$ cat src/rtl/audclk_pkg.sv
package audclk_pkg;

  // Shape of the generated word clock
  typedef enum logic {
    WCLK_PULSE  = 1'b0,
    WCLK_SQUARE = 1'b1
  } wclk_shape_e;

  // Run control of the frame sequencer
  typedef enum logic {
    RUN_IDLE   = 1'b0,
    RUN_ACTIVE = 1'b1
  } run_state_e;

endpackage

$ cat src/rtl/audclk_rst_sync.sv
// Asserts reset asynchronously, releases it on the clock after STAGES edges.
module audclk_rst_sync #(
  parameter int STAGES = 2
) (
  input  logic clk_i,
  input  logic rst_ni,
  output logic rst_sync_no
);

  logic [STAGES-1:0] chain_q;
  logic [STAGES-1:0] chain_d;

  always_comb begin
    chain_d = {chain_q[STAGES-2:0], 1'b1};
  end

  always_ff @(posedge clk_i or negedge rst_ni) begin
    if (!rst_ni) begin
      chain_q <= '0;
    end else begin
      chain_q <= chain_d;
    end
  end

  assign rst_sync_no = chain_q[STAGES-1];

endmodule

$ cat src/rtl/audclk_edge_sync.sv
// Brings an asynchronous clock into the reference domain and flags its rising edges.
module audclk_edge_sync #(
  parameter int STAGES = 2
) (
  input  logic clk_i,
  input  logic rst_ni,
  input  logic async_i,
  output logic rise_o
);

  localparam int DEPTH = STAGES + 1;

  logic [DEPTH-1:0] shift_q;
  logic [DEPTH-1:0] shift_d;

  always_comb begin
    shift_d = {shift_q[DEPTH-2:0], async_i};
  end

  always_ff @(posedge clk_i or negedge rst_ni) begin
    if (!rst_ni) begin
      shift_q <= '0;
    end else begin
      shift_q <= shift_d;
    end
  end

  // Newest synchronized sample high, one older sample low
  assign rise_o = shift_q[STAGES-1] & ~shift_q[STAGES];

endmodule

$ cat src/rtl/audclk_bit_div.sv
// Programmable integer divider producing the master bit clock.
module audclk_bit_div #(
  parameter int DIV_W = 7
) (
  input  logic             clk_i,
  input  logic             rst_ni,
  input  logic [DIV_W-1:0] div_sel_i,
  input  logic             run_q_i,
  input  logic             run_nxt_i,
  output logic             tick_o,
  output logic             bclk_o
);

  localparam int              CNT_W     = DIV_W + 1;
  localparam logic [CNT_W-1:0] RATIO_MAX = CNT_W'(1) << DIV_W;
  localparam logic [CNT_W-1:0] RATIO_MIN = CNT_W'(2);

  logic [CNT_W-1:0] ratio;
  logic [CNT_W-1:0] half;
  logic [CNT_W-1:0] cnt_q, cnt_d;
  logic             bclk_q, bclk_d;
  logic             cnt_en;

  // Divide ratio: 0 maps to the maximum, 1 is raised to the minimum
  always_comb begin
    if (div_sel_i == '0) begin
      ratio = RATIO_MAX;
    end else if (div_sel_i == DIV_W'(1)) begin
      ratio = RATIO_MIN;
    end else begin
      ratio = {1'b0, div_sel_i};
    end
    half = ratio >> 1;
  end

  // Last reference cycle of the current bit period
  assign tick_o = run_q_i && (cnt_q == (ratio - CNT_W'(1)));
  assign cnt_en = run_q_i | run_nxt_i;

  always_comb begin
    if (!run_nxt_i || !run_q_i || tick_o) begin
      cnt_d = '0;
    end else begin
      cnt_d = cnt_q + CNT_W'(1);
    end
    // High phase first, floor(ratio/2) cycles long
    bclk_d = run_nxt_i && (cnt_d < half);
  end

  always_ff @(posedge clk_i or negedge rst_ni) begin
    if (!rst_ni) begin
      cnt_q  <= '0;
      bclk_q <= 1'b0;
    end else if (cnt_en) begin
      cnt_q  <= cnt_d;
      bclk_q <= bclk_d;
    end
  end

  assign bclk_o = bclk_q;

endmodule

$ cat src/rtl/audclk_frame_ctr.sv
// Frame sequencer: run control gated at frame boundaries, bit index, word clock.
module audclk_frame_ctr
  import audclk_pkg::*;
#(
  parameter int FLEN_W = 9
) (
  input  logic              clk_i,
  input  logic              rst_ni,
  input  logic [FLEN_W-1:0] frame_len_i,
  input  logic              shape_i,
  input  logic              run_req_i,
  input  logic              tick_i,
  output logic              run_q_o,
  output logic              run_nxt_o,
  output logic              wclk_o
);

  localparam logic [FLEN_W-1:0] LEN_MIN = FLEN_W'(2);

  run_state_e        state_q, state_d;
  wclk_shape_e       shape;
  logic [FLEN_W-1:0] len, half_len;
  logic [FLEN_W-1:0] bit_q, bit_d;
  logic              frame_end;
  logic              wclk_q, wclk_d;
  logic              bit_en;

  assign shape = wclk_shape_e'(shape_i);

  always_comb begin
    len      = (frame_len_i < LEN_MIN) ? LEN_MIN : frame_len_i;
    half_len = len >> 1;
  end

  assign frame_end = (state_q == RUN_ACTIVE) && tick_i && (bit_q == (len - FLEN_W'(1)));

  // Start from idle at once; leave the active state only after the last bit
  always_comb begin
    state_d = state_q;
    unique case (state_q)
      RUN_IDLE:   if (run_req_i) state_d = RUN_ACTIVE;
      RUN_ACTIVE: if (frame_end && !run_req_i) state_d = RUN_IDLE;
      default:    state_d = RUN_IDLE;
    endcase
  end

  always_comb begin
    if ((state_d == RUN_IDLE) || (state_q == RUN_IDLE)) begin
      bit_d = '0;
    end else if (tick_i) begin
      bit_d = frame_end ? '0 : (bit_q + FLEN_W'(1));
    end else begin
      bit_d = bit_q;
    end
  end

  always_comb begin
    if (state_d != RUN_ACTIVE) begin
      wclk_d = 1'b0;
    end else if (shape == WCLK_SQUARE) begin
      wclk_d = (bit_d < half_len);
    end else begin
      wclk_d = (bit_d == '0);
    end
  end

  assign bit_en = (state_q == RUN_ACTIVE) || (state_d == RUN_ACTIVE);

  always_ff @(posedge clk_i or negedge rst_ni) begin
    if (!rst_ni) begin
      state_q <= RUN_IDLE;
    end else begin
      state_q <= state_d;
    end
  end

  always_ff @(posedge clk_i or negedge rst_ni) begin
    if (!rst_ni) begin
      bit_q  <= '0;
      wclk_q <= 1'b0;
    end else if (bit_en) begin
      bit_q  <= bit_d;
      wclk_q <= wclk_d;
    end
  end

  assign run_q_o   = (state_q == RUN_ACTIVE);
  assign run_nxt_o = (state_d == RUN_ACTIVE);
  assign wclk_o    = wclk_q;

endmodule

$ cat src/rtl/audclk_gen.sv
module audclk_gen
  import audclk_pkg::*;
#(
  parameter int DIV_W       = 7,
  parameter int FLEN_W      = 9,
  parameter int SYNC_STAGES = 2
) (
  input  logic              clk_i,
  input  logic              rst_ni,
  input  logic [DIV_W-1:0]  div_sel_i,
  input  logic [FLEN_W-1:0] frame_len_i,
  input  logic              wclk_shape_i,
  input  logic              bclk_master_i,
  input  logic              wclk_master_i,
  input  logic              dac_pwr_i,
  input  logic              keep_alive_i,
  input  logic              bclk_ext_i,
  input  logic              wclk_ext_i,
  output logic              bclk_o,
  output logic              bclk_oe_o,
  output logic              wclk_o,
  output logic              wclk_oe_o
);

  localparam int LINES  = 2;
  localparam int L_BCLK = 0;
  localparam int L_WCLK = 1;

  logic rst_n_sync;
  logic div_tick;
  logic ext_bclk_rise;
  logic frame_tick;
  logic run_q, run_nxt;
  logic run_req;
  logic bclk_gen, wclk_gen;

  logic [LINES-1:0] line_master;
  logic [LINES-1:0] line_gen;
  logic [LINES-1:0] line_ext;
  logic [LINES-1:0] line_out;

  audclk_rst_sync #(
    .STAGES (SYNC_STAGES)
  ) u_rst_sync (
    .clk_i       (clk_i),
    .rst_ni      (rst_ni),
    .rst_sync_no (rst_n_sync)
  );

  audclk_edge_sync #(
    .STAGES (SYNC_STAGES)
  ) u_bclk_sync (
    .clk_i   (clk_i),
    .rst_ni  (rst_n_sync),
    .async_i (bclk_ext_i),
    .rise_o  (ext_bclk_rise)
  );

  assign run_req    = dac_pwr_i | keep_alive_i;
  // Frame advances on the own divider or on the synchronized external bit clock
  assign frame_tick = bclk_master_i ? div_tick : ext_bclk_rise;

  audclk_bit_div #(
    .DIV_W (DIV_W)
  ) u_bit_div (
    .clk_i     (clk_i),
    .rst_ni    (rst_n_sync),
    .div_sel_i (div_sel_i),
    .run_q_i   (run_q),
    .run_nxt_i (run_nxt),
    .tick_o    (div_tick),
    .bclk_o    (bclk_gen)
  );

  audclk_frame_ctr #(
    .FLEN_W (FLEN_W)
  ) u_frame_ctr (
    .clk_i       (clk_i),
    .rst_ni      (rst_n_sync),
    .frame_len_i (frame_len_i),
    .shape_i     (wclk_shape_i),
    .run_req_i   (run_req),
    .tick_i      (frame_tick),
    .run_q_o     (run_q),
    .run_nxt_o   (run_nxt),
    .wclk_o      (wclk_gen)
  );

  assign line_master[L_BCLK] = bclk_master_i;
  assign line_master[L_WCLK] = wclk_master_i;
  assign line_gen[L_BCLK]    = bclk_gen;
  assign line_gen[L_WCLK]    = wclk_gen;
  assign line_ext[L_BCLK]    = bclk_ext_i;
  assign line_ext[L_WCLK]    = wclk_ext_i;

  // Per-line master/slave selection
  for (genvar g = 0; g < LINES; g++) begin : g_line
    assign line_out[g] = line_master[g] ? line_gen[g] : line_ext[g];
  end

  assign bclk_o    = line_out[L_BCLK];
  assign wclk_o    = line_out[L_WCLK];
  assign bclk_oe_o = line_master[L_BCLK];
  assign wclk_oe_o = line_master[L_WCLK];

endmodule

$ cat config.mk
export PLATFORM = sky130hd
export DESIGN_NAME = audclk_gen
export DESIGN_NICKNAME = d
export VERILOG_FILES = /design/src/rtl/audclk_pkg.sv /design/src/rtl/audclk_rst_sync.sv /design/src/rtl/audclk_edge_sync.sv /design/src/rtl/audclk_bit_div.sv /design/src/rtl/audclk_frame_ctr.sv /design/src/rtl/audclk_gen.sv
export SDC_FILE = /design/constraint.sdc
export NUM_CORES = 1
export LEC_CHECK = 0
export BUFFER_PORTS_ARGS = -buffer_cell sky130_fd_sc_hd__buf_2
export CAP_MARGIN = 10
export CELL_PAD_IN_SITES_DETAIL_PLACEMENT = 0
export CELL_PAD_IN_SITES_GLOBAL_PLACEMENT = 2
export CORE_MARGIN = 2
export CORE_UTILIZATION = 38
export DETAILED_ROUTE_END_ITERATION = 10
export GPL_ROUTABILITY_DRIVEN = 0
export PLACE_DENSITY_LB_ADDON = 0.1
export SLEW_MARGIN = 20
export SYNTH_ARGS = -nofsm -noshare
export SYNTH_HDL_FRONTEND = slang
export SYNTH_SLANG_ARGS = --single-unit
$ cat constraint.sdc
create_clock -name clk_i -period 2 [get_ports clk_i]
set_input_delay 0.2 -clock clk_i [delete_from_list [all_inputs] [get_ports clk_i]]
set_output_delay 0.2 -clock clk_i [all_outputs]
set_load 0.005 [all_outputs]
After elaboration in Yosys (flattened, before gate mapping)
Cells that the tools add are included.
{ "word_totals": {"regBits": 25, "in_bits": 25, "out_inout_bits": 4, "elab_cells": 52} }
{ "classes": {"n_addsub": 4, "n_lt_le_gt_ge": 3, "n_eq_ne": 3, "muxes": 15, "n_bitwise": 6, "n_reduce_logical": 14} }
{ "op_table": {"columns": ["op", "count"], "rows": [
  ["two-way mux 9 bit", 4],
  ["two-way mux 8 bit", 2],
  ["adder 9 x 1 -> 9 bit, second input constant", 1],
  ["equality test 9 bit", 1],
  ["zero test 9 bit", 1],
  ["less-than comparator 9 x 2 -> 1 bit, second input constant", 1],
  ["less-than comparator 9 x 8 -> 1 bit", 1],
  ["subtractor 9 x 1 -> 9 bit, second input constant", 1],
  ["adder 8 x 1 -> 8 bit, second input constant", 1],
  ["equality test 8 bit", 1],
  ["less-than comparator 8 x 7 -> 1 bit", 1],
  ["subtractor 8 x 1 -> 8 bit, second input constant", 1],
  ["equality test 7 x 1 -> 1 bit, second input constant", 1],
  ["zero test 7 bit", 1],
  ["two-way mux 1 bit", 7],
  ["two-way mux 7 bit", 1],
  ["logical AND 1 bit", 5],
  ["logical OR 1 bit", 4],
  ["zero test 1 bit", 3],
  ["NOT 1 bit", 3],
  ["bitwise OR 1 bit", 2],
  ["one-hot mux 1 bit (2 select lines)", 1],
  ["bitwise AND 1 bit", 1]
]} }

Depth between registers and ports, before layout
Gate-level depths: netlist of the first run.
{ "depth": {"word_depth": 18, "ltp_mapped": 23, "ltp_nobuf": 21} }

By module
From an unflattened synthesis of the first run, not the netlist that was laid out.
{ "hier_totals": {"hier_cells": 310, "area_unflattened_um2": 2536.2} }
{ "by_module_without_submodules": {"columns": ["module", "instances", "cells_each", "area_each_um2"], "rows": [
  ["audclk_frame_ctr", 1, 171, 1352.5],
  ["audclk_bit_div", 1, 126, 985.9],
  ["audclk_edge_sync", 1, 4, 88.8],
  ["audclk_gen", 1, 6, 55.1],
  ["audclk_rst_sync", 1, 3, 53.8]
]} }

Worst setup path before layout of the first run
Ideal clock, no wire load.
{ "synth_path": {"path_kind": "input port to flip-flop", "startpoint": "input frame_len_i[3]", "endpoint": "register u_frame_ctr.wclk_q (netlist: u_frame_ctr.wclk_o)", "setup_time_ns": 0.069, "t_arrival_ns": 4.265, "slack_ns": -2.333, "cell_stages": 22, "path_buffers": 2, "cell_sequence": "buf_6 > or4_4 > o21ai_0 > ha_1 > nand2b_1 > nand4bb_2 > a2111oi_4 > nand4_2 > buf_6 > a21oi_1 > o22ai_1 > ha_1 > a21o_1 > a21oi_1 > nor2b_1 > o21ai_0 > nand2b_1 > a21oi_1 > o21ai_0 > a311o_1 > o31ai_2 > a32o_1"} }
{ "synth_between": {"elab_chain_cells": 14, "elab_cells_between_ends": 18} }
{ "synth_lines": {"columns": ["element", "line", "rtl"], "rows": [
  ["start: declaration", "audclk_gen.sv:11", "input logic [FLEN_W-1:0] frame_len_i,"],
  ["less-than comparator 9 x 2 -> 1 bit", "audclk_frame_ctr.sv:31", "len = (frame_len_i < LEN_MIN) ? LEN_MIN : frame_len_i;"],
  ["two-way mux 9 bit (*)", "audclk_frame_ctr.sv:31", null],
  ["subtractor 9 x 1 -> 9 bit (*)", "audclk_frame_ctr.sv:35", "assign frame_end = (state_q == RUN_ACTIVE) && tick_i && (bit_q == (len - FLEN_W'(1)));"],
  ["equality test 9 bit (*)", "audclk_frame_ctr.sv:35", null],
  ["logical AND 1 bit (*)", "audclk_frame_ctr.sv:35", null],
  ["logical AND 1 bit", "audclk_frame_ctr.sv:42", "RUN_ACTIVE: if (frame_end && !run_req_i) state_d = RUN_IDLE;"],
  ["two-way mux 1 bit", "audclk_frame_ctr.sv:42", null],
  ["one-hot mux 1 bit (2 select lines)", "audclk_frame_ctr.sv:40", "unique case (state_q)"],
  ["NOT 1 bit", "audclk_frame_ctr.sv:48", "if ((state_d == RUN_IDLE) || (state_q == RUN_IDLE)) begin"],
  ["logical OR 1 bit", "audclk_frame_ctr.sv:48", null],
  ["two-way mux 9 bit (*)", "audclk_frame_ctr.sv:48", null],
  ["net u_frame_ctr.bit_d[2]", "audclk_frame_ctr.sv:23", "logic [FLEN_W-1:0] bit_q, bit_d;"],
  ["less-than comparator 9 x 8 -> 1 bit or zero test 9 bit (tied branches)", "audclk_frame_ctr.sv:61, audclk_frame_ctr.sv:63", null],
  ["two-way mux 1 bit (*)", "audclk_frame_ctr.sv:60", "end else if (shape == WCLK_SQUARE) begin"],
  ["two-way mux 1 bit (*)", "audclk_frame_ctr.sv:58", "if (state_d != RUN_ACTIVE) begin"],
  ["end signal: assignment", "audclk_frame_ctr.sv:83", "wclk_q <= wclk_d;"],
  ["end: declaration", "audclk_frame_ctr.sv:25", "logic wclk_q, wclk_d;"]
]} }
The timed path passes the listed nets; every way through them passes the cells marked *.
A chain may end at the register's enable or synchronous reset.

Worst setup path in the final report of the first run
{ "layout_path": {"startpoint": "input frame_len_i[1]", "endpoint": "register u_frame_ctr.wclk_q (netlist: u_frame_ctr.wclk_o)"} }
The elaborated chain is that of the path after synthesis.

==> metrics.cfg, run 1 <==
[floorplanning]
rows=29
die_area_mm2=0.00703
ios=29
core_mm2=0.00624
dieHeight_um=83.9
start_util=0.388
fp.dieW_um=83.9

[yosys]
synth_top_cell_area_share=0.258
yosysTopAreaCell=dfrtp_1
yosysSeqAreaShare=0.258
async_flop_share=1.00
synth_nets=329
syn_area_mm2=0.00242
synth_edf_count=0
ys_warn_count=0
synth.avg_cell_area_um2=8.47
synth_cell_types=58
ys_seq_elements=25
synthTopCellsByArea=dfrtp_1, ha_1, xnor2_1, a21o_1, a21oi_1
ys.flop_type=dfrtp_1
postSynthCellCount=286

[clock_tree]
cts.clk_slew.worst_paths_ns=0.12
clock-sinks=25
cts_root_buf=clkbuf_8
clk_latency_ns=0.29
cts_buffer_depth=2
h-tree-depth=1
cts_tree=built
numCtsBuffers=3

[power_and_ir_drop]
power.internal_w=0.00242
finalPower_w=0.00413
switchingPower_w=0.00171
p_clk_frac=0.083
irDropWorstVdd_mv=0.679
swShare=0.414
cellLeakagePower_nw=1.81
p_seq_frac=0.206
p_comb_frac=0.712
powerDensity_mw_per_mm2=1060

[timing]
hold_viol=0
finalSetupViolCount=20
worst_pin_slew_ns=0.538
slew_headroom=0.637
min_period_ns=3.86
fmax_ghz=0.259
fin_ws_ns=-1.86
timing.final.crit_share=1.93
drv_slew=0
rsz0062_at_grt=yes
skew_ns=0.0243

[worst_setup_path]
endpoint_kind=flip-flop
rr_endpoint=u_frame_ctr.wclk_o$_DFFE_PN0P_
r2r_slack_ns=-1.62
path_class=in -> reg
cp.arrival_ns=4.10
ff2ff_path_depth=18
cp_max_fo=6
r2r_start=u_bit_div.cnt_q[6]$_DFFE_PN0P_
crit_required_ns=2.24
start_kind=input port

[final_layout]
final_nets=460
postLayoutCoreUtil=0.625
diodes=0
drive_gt1_frac=0.505
area_growth_pct=60.9

[routing]
dr_total_vias=2597
drcViolationCount=0
drtIter0Drc=92
totalWireLength_mm=7.54
viasPerCell=5.27
first_pass_iters=4
drtAntennaViolNets=0
wire_per_inst_um=15.3

[global_route]
grt_pass1_wl_mm=12.4
grt_pass1_vias=2517
grt_max_degree=24
grt-ovfl-total=0
antenna_found_initial=0
grt_usage=0.217

[hold_path]
hold_path_depth=1
hold_path_end=u_bclk_sync.shift_q[0]$_DFF_PN0_
hold_class=in -> reg
hold_path_startpoint=bclk_ext_i

[placed_design]
io_buffer_count=28
place_ws_ns=-2.20
dp_hpwl_mm=5.55

[outcome]
violations=negative setup slack
status=complete, but fails checks

[flow_run]
maxCapViolations=0

## how the worst max path moves through the flow
stage                   startpoint  slack (ns)  depth (start not counted)                              to
floorplan           frame_len_i[3]       -1.94                         22  u_frame_ctr.wclk_o$_DFFE_PN0P_
global placement      div_sel_i[0]       -2.17                         22  u_frame_ctr.wclk_o$_DFFE_PN0P_
detailed placement  frame_len_i[8]       -2.20                         20  u_frame_ctr.wclk_o$_DFFE_PN0P_
CTS                 frame_len_i[1]       -1.83                         21  u_frame_ctr.wclk_o$_DFFE_PN0P_
global route        frame_len_i[5]       -2.11                         22  u_frame_ctr.wclk_o$_DFFE_PN0P_
finish              frame_len_i[1]       -1.86                         21  u_frame_ctr.wclk_o$_DFFE_PN0P_
## per-stage QoR
step	cells	hold WS (ns)	cell area, um^2	setup TNS (ns)
after floorplan	286	-0.0956	2470	-16.17
after global routing	493	0.0438	3900	-23.09
after global placement	468	-0.0149	3310	-23.65
final	493	0.0513	3900	-19.86
after CTS	488	0.0474	3770	-20.15
after detailed placement	468	-0.0138	3310	-24.14
## power groups by stage
stage               Sequential [W]  Combinational (W)  Clock [W]
floorplan                 0.000846            0.00134          0
global placement          0.000852            0.00229          0
detailed placement        0.000855            0.00231          0
CTS                       0.000845            0.00270   0.000348
global route              0.000870            0.00322   0.000367
finish                    0.000850            0.00294   0.000341
## cell usage in the layout (no fill, tap or decap), drive strengths merged, types with 6 or more instances in the layout
cell	n
a21o	14
a21oi	18
and3	12
buf	138
dfrtp	25
ha	18
inv	22
nand2	22
nand2b	10
nand3	11
nor2	15
o21ai	12
o22ai	6
o31ai	8
xnor2	14
xor2	9
## layer usage
| layer | vias up | wire length [um] | GRT usage |
|---|---|---|---|
| li1 | 1298 | - | - |
| met2 | 57 | 3380 | 0.335 |
| met1 | 1236 | 3810 | 0.331 |
| met4 | 0 | 59 | 0.0235 |
| met5 | - | 0 | 0 |
| met3 | 6 | 289 | 0.0297 |
## registers in the layout (all words and copies together), names as in the netlist
| name | flops |
|---|---|
| u_frame_ctr.bit_q | 9 |
| u_bit_div.cnt_q | 8 |
| u_bclk_sync.shift_q | 3 |
| u_rst_sync.chain_q | 2 |
| u_bit_div.bclk_o | 1 |
| u_frame_ctr.run_q_o | 1 |
| u_frame_ctr.wclk_o | 1 |
## synthesized netlist by cell type (all sizes together) (3+ instances only)
library cell	instances
a21o	14
a21oi	18
a311o	3
and3	12
buf	6
clkbuf	7
dfrtp	25
ha	18
inv	21
nand2	22
nand2b	10
nand3	11
nand3b	5
nand4	5
nor2	15
nor3	3
o21ai	12
o22ai	6
o31ai	8
or2	4
or3	5
or4	4
xnor2	14
xor2	9
## timing repair
action,4_1_cts,5_1_grt
endpoints found under the setup margin,20,20
pin swaps,31,23
hold buffers,1,0
setup buffers,19,12
resized for setup,64,22
hold endpoints to repair,2,0
## cells by family after synthesis
kind of cell               count (synthesis)  synth area share
muxes                                      4            0.0176
and+or+nand+nor                          105             0.252
xor gates and xnor gates                  23            0.0831
other                                      1           0.00155
adders and majority gates                 18            0.0929
DFF                                       25             0.258
AOI/OAI and AO/OA                         76             0.230
buffers and inverters                     34            0.0640
## worst max-delay path, cell delays in order
cell       delay [ns]
buf_6            0.09
or4_4            0.54
o21ai_4          0.21
ha_4             0.19
a21oi_2          0.03
a311o_1          0.30
a2111oi_4        0.39
nand4_4          0.20
a21oi_2          0.19
o22ai_2          0.09
ha_1             0.29
a21o_1           0.17
a21oi_2          0.11
nor2b_1          0.05
o21ai_1          0.12
nand2b_1         0.08
a21oi_2          0.14
nand4b_1         0.11
a311o_1          0.33
o31ai_2          0.06
a32o_1           0.18
## layout make-up
class,count,area [um^2]
Clock buffer,3,41.3
Clock inverter,1,8.76
Fill cell,555,2340
Inverter,21,78.8
Multi-Input combinational cell,227,1980
Sequential cell,25,626
Tap cell,77,96.3
Timing Repair Buffer,139,1070
(Power assumes the default switching activity.)
==> run 2, diff against run 1 <==
--- a/config.mk
+++ b/config.mk
@@ -5,12 +5,13 @@
 export SDC_FILE = /design/constraint.sdc
 export NUM_CORES = 1
 export LEC_CHECK = 0
+export ABC_AREA = 1
 export BUFFER_PORTS_ARGS = -buffer_cell sky130_fd_sc_hd__buf_2
 export CAP_MARGIN = 10
 export CELL_PAD_IN_SITES_DETAIL_PLACEMENT = 0
 export CELL_PAD_IN_SITES_GLOBAL_PLACEMENT = 2
 export CORE_MARGIN = 2
-export CORE_UTILIZATION = 38
+export CORE_UTILIZATION = 35
 export DETAILED_ROUTE_END_ITERATION = 10
 export GPL_ROUTABILITY_DRIVEN = 0
 export PLACE_DENSITY_LB_ADDON = 0.1
==> run 2 against run 1 <==
The flow still finishes with violations (negative setup slack). Clock skew decreased by 0.018 ns. Worst setup slack improved by 0.87 ns. Sequential share of layout area decreased by 1.2 points. Die area increased by 11%. Global-route usage decreased by 0.21 points. Final area increased by 8.2%. First-iteration DRC count decreased by 36%. Clock-buffer cell count unchanged. Synthesized cell count increased by 30%. Cell count increased by 26%. Sequential cell count unchanged. Critical path type unchanged.
==> metrics.cfg, run 2 <==
[timing]
fmax_ghz=0.334
finalSetupViolCount=20
hold_viol=0
drv_slew=0
timing.final.crit_share=1.50
rsz0062_at_grt=yes
fin_hold_ws_ns=0.0426
fin_ws_ns=-0.994
skew_ns=0.00653
min_period_ns=2.99

[global_route]
grt_usage=0.215
grt-ovfl-total=0
grt_pass1_wl_mm=12.9
grt_pass1_vias=2924
antenna_found_initial=0
grt_max_degree=24

[floorplanning]
dieHeight_um=88.3
die_area_mm2=0.00780
fp.dieW_um=88.3
start_util=0.364
core_mm2=0.00683
rows=30
ios=29

[clock_tree]
h-tree-depth=1
cts_buffer_depth=2
clock-sinks=25
cts_root_buf=clkbuf_8
cts_tree=built
numCtsBuffers=3
clk_latency_ns=0.28
cts.clk_slew.worst_paths_ns=0.10

[power_and_ir_drop]
cellLeakagePower_nw=2.27
irDropWorstVdd_mv=0.558
powerDensity_mw_per_mm2=993

[yosys]
postSynthCellCount=371
yosysTopAreaCell=dfrtp_1
async_flop_share=1.00
synth_common_cells=nand2_1, inv_1, nor2_1
synth_nets=414
synth_top_cell_area_share=0.252
ys.flop_type=dfrtp_1
synth.avg_cell_area_um2=6.70
syn_area_mm2=0.00249
ys_seq_elements=25
yosysMostFrequentCell=nand2_1
synth_edf_count=0
ys_warn_count=0
synth_cell_types=40
yosysSeqAreaShare=0.252
synthTopCellsByArea=dfrtp_1, nand2_1, ha_1, inv_1, nor2_1

[outcome]
status=complete, but fails checks
violations=negative setup slack

[routing]
viasPerCell=4.61
wire_per_inst_um=12.9
drtIter0Drc=59
drcViolationCount=0
dr_total_vias=2869
totalWireLength_mm=8.01
drtAntennaViolNets=0
first_pass_iters=4

[final_layout]
instances_no_fill=623
n_fill_cell=659
final_common_cell=buf_4
final_cell_area_mm2=0.00422
area_growth_pct=69.6
final_cell_mix=buf_4, nand2_1, inv_1, dfrtp_1, buf_2
multiInputGateArea_mm2=0.00197
diodes=0
largestRegisters=u_frame_ctr.bit_q x9, u_bit_div.cnt_q x8, u_bclk_sync.shift_q x3
largest_register_ffs=9
drive_gt1_frac=0.486
final_nets=571
regArea_um2=626
largest-register=u_frame_ctr.bit_q

[placed_design]
place_ws_ns=-1.39
dp.cells=594
dpl_cell_area_mm2=0.00354
io_buffer_count=28
dp_hpwl_mm=6.16

[worst_setup_path]
cp_max_fo=3
endpoint_kind=flip-flop
cp_common_cell=nand2_1
cp.arrival_ns=3.18
slowest_delay_ns=0.26
cp-startpoint=frame_len_i[2]
path_class=in -> reg
r2r_slack_ns=-0.75
crit_required_ns=2.19
start_kind=input port
r2r_start=u_bit_div.cnt_q[4]$_DFFE_PN0P_
cpMaxStageDelayCell=ha_4

[hold_path]
hold_path_startpoint=bclk_ext_i
hold_class=in -> reg

[flow_run]
maxCapViolations=0

==> run 2: changes by cell type after synthesis, sizes merged, moves of 6 or more <==
cell | before | now
nand4 | 5 | 12
xnor2 | 14 | 6
a21oi | 18 | 10
clkbuf | 7 | 1
nand3 | 11 | 27
and3 | 12 | 0
nand2 | 22 | 115
nor2 | 15 | 38
inv | 21 | 65
a21o | 14 | 0
nand2b | 10 | 0
o31ai | 8 | 0
==> run 2: worst paths after layout <==
check | endpoint | depth (start not counted)
worst min register to register | u_bclk_sync.shift_q[0]$_DFF_PN0_ | 1
worst max register to register | u_frame_ctr.wclk_o$_DFFE_PN0P_ | 22
worst max-delay path | u_frame_ctr.wclk_o$_DFFE_PN0P_ | 30
min in group asynchronous | u_rst_sync.chain_q[0]$_DFF_PN0_ | 2
worst min-delay path | u_bclk_sync.shift_q[0]$_DFF_PN0_ | 1
max in group asynchronous | u_frame_ctr.run_q_o$_DFF_PN0_ | 1
==> run 2: layout make-up <==
| type | count | area share |
|---|---|---|
| clock inverter | 1 | 0.00119 |
| tap | 96 | 0.0285 |
| clock buffer | 3 | 0.00979 |
| sequential | 25 | 0.148 |
| multi-input combinational | 276 | 0.466 |
| inverter | 66 | 0.0599 |
| timing repair buffer | 156 | 0.286 |
==> run 2: routing by layer <==
metal,track usage,wire (um),vias to the layer above
li1,-,-,1488
met1,0.225,3230,1322
met4,0.0702,184,0
met2,0.438,4440,45
met5,0,0,-
met3,0.0205,157,14
==> run 2: where the power goes <==
part	switching, W	internal, W
Clock	0.000188	0.000140
Sequential	0.000143	0.000692
Combinational	0.00152	0.00150
Total	0.00186	0.00233
==> run 2: timing repair <==
action	in CTS	in global routing
endpoints found under the hold margin	2	0
gates cloned	1	0
hold buffers	1	0
setup buffers	18	11
endpoints found under the setup margin	20	20
pin swaps	40	19
resized for setup	64	40
==> run 2: per-stage QoR <==
| step | utilization | total power (W) | setup TNS, ns |
|---|---|---|---|
| finish | 0.618 | 0.00419 | -8.28 |
| detailed placement | 0.519 | 0.00346 | -15.00 |
| global placement | 0.519 | 0.00344 | -13.50 |
| floorplan | - | 0.00225 | -7.85 |
| CTS | 0.583 | 0.00397 | -6.48 |
| global route | 0.618 | 0.00461 | -12.28 |
==> run 2: cell families after synthesis <==
logic type,Yosys count,synth area share
AO/OA/AOI/OAI,33,0.0810
XOR/XNOR,17,0.0654
adder cells (fa/ha/maj),18,0.0905
buffers and inverters,71,0.115
flip-flops,25,0.252
multiplexers,1,0.00453
other,1,0.00151
AND/OR/NAND/NOR,205,0.391
==> run 2: worst max-delay path, delay by kind of cell <==
family                     cells  cell delay (ns)
AOI/OAI and AO/OA              1             0.16
buffers and inverters          8             0.93
adders and majority gates      1             0.26
and+or+nand+nor               20             1.61
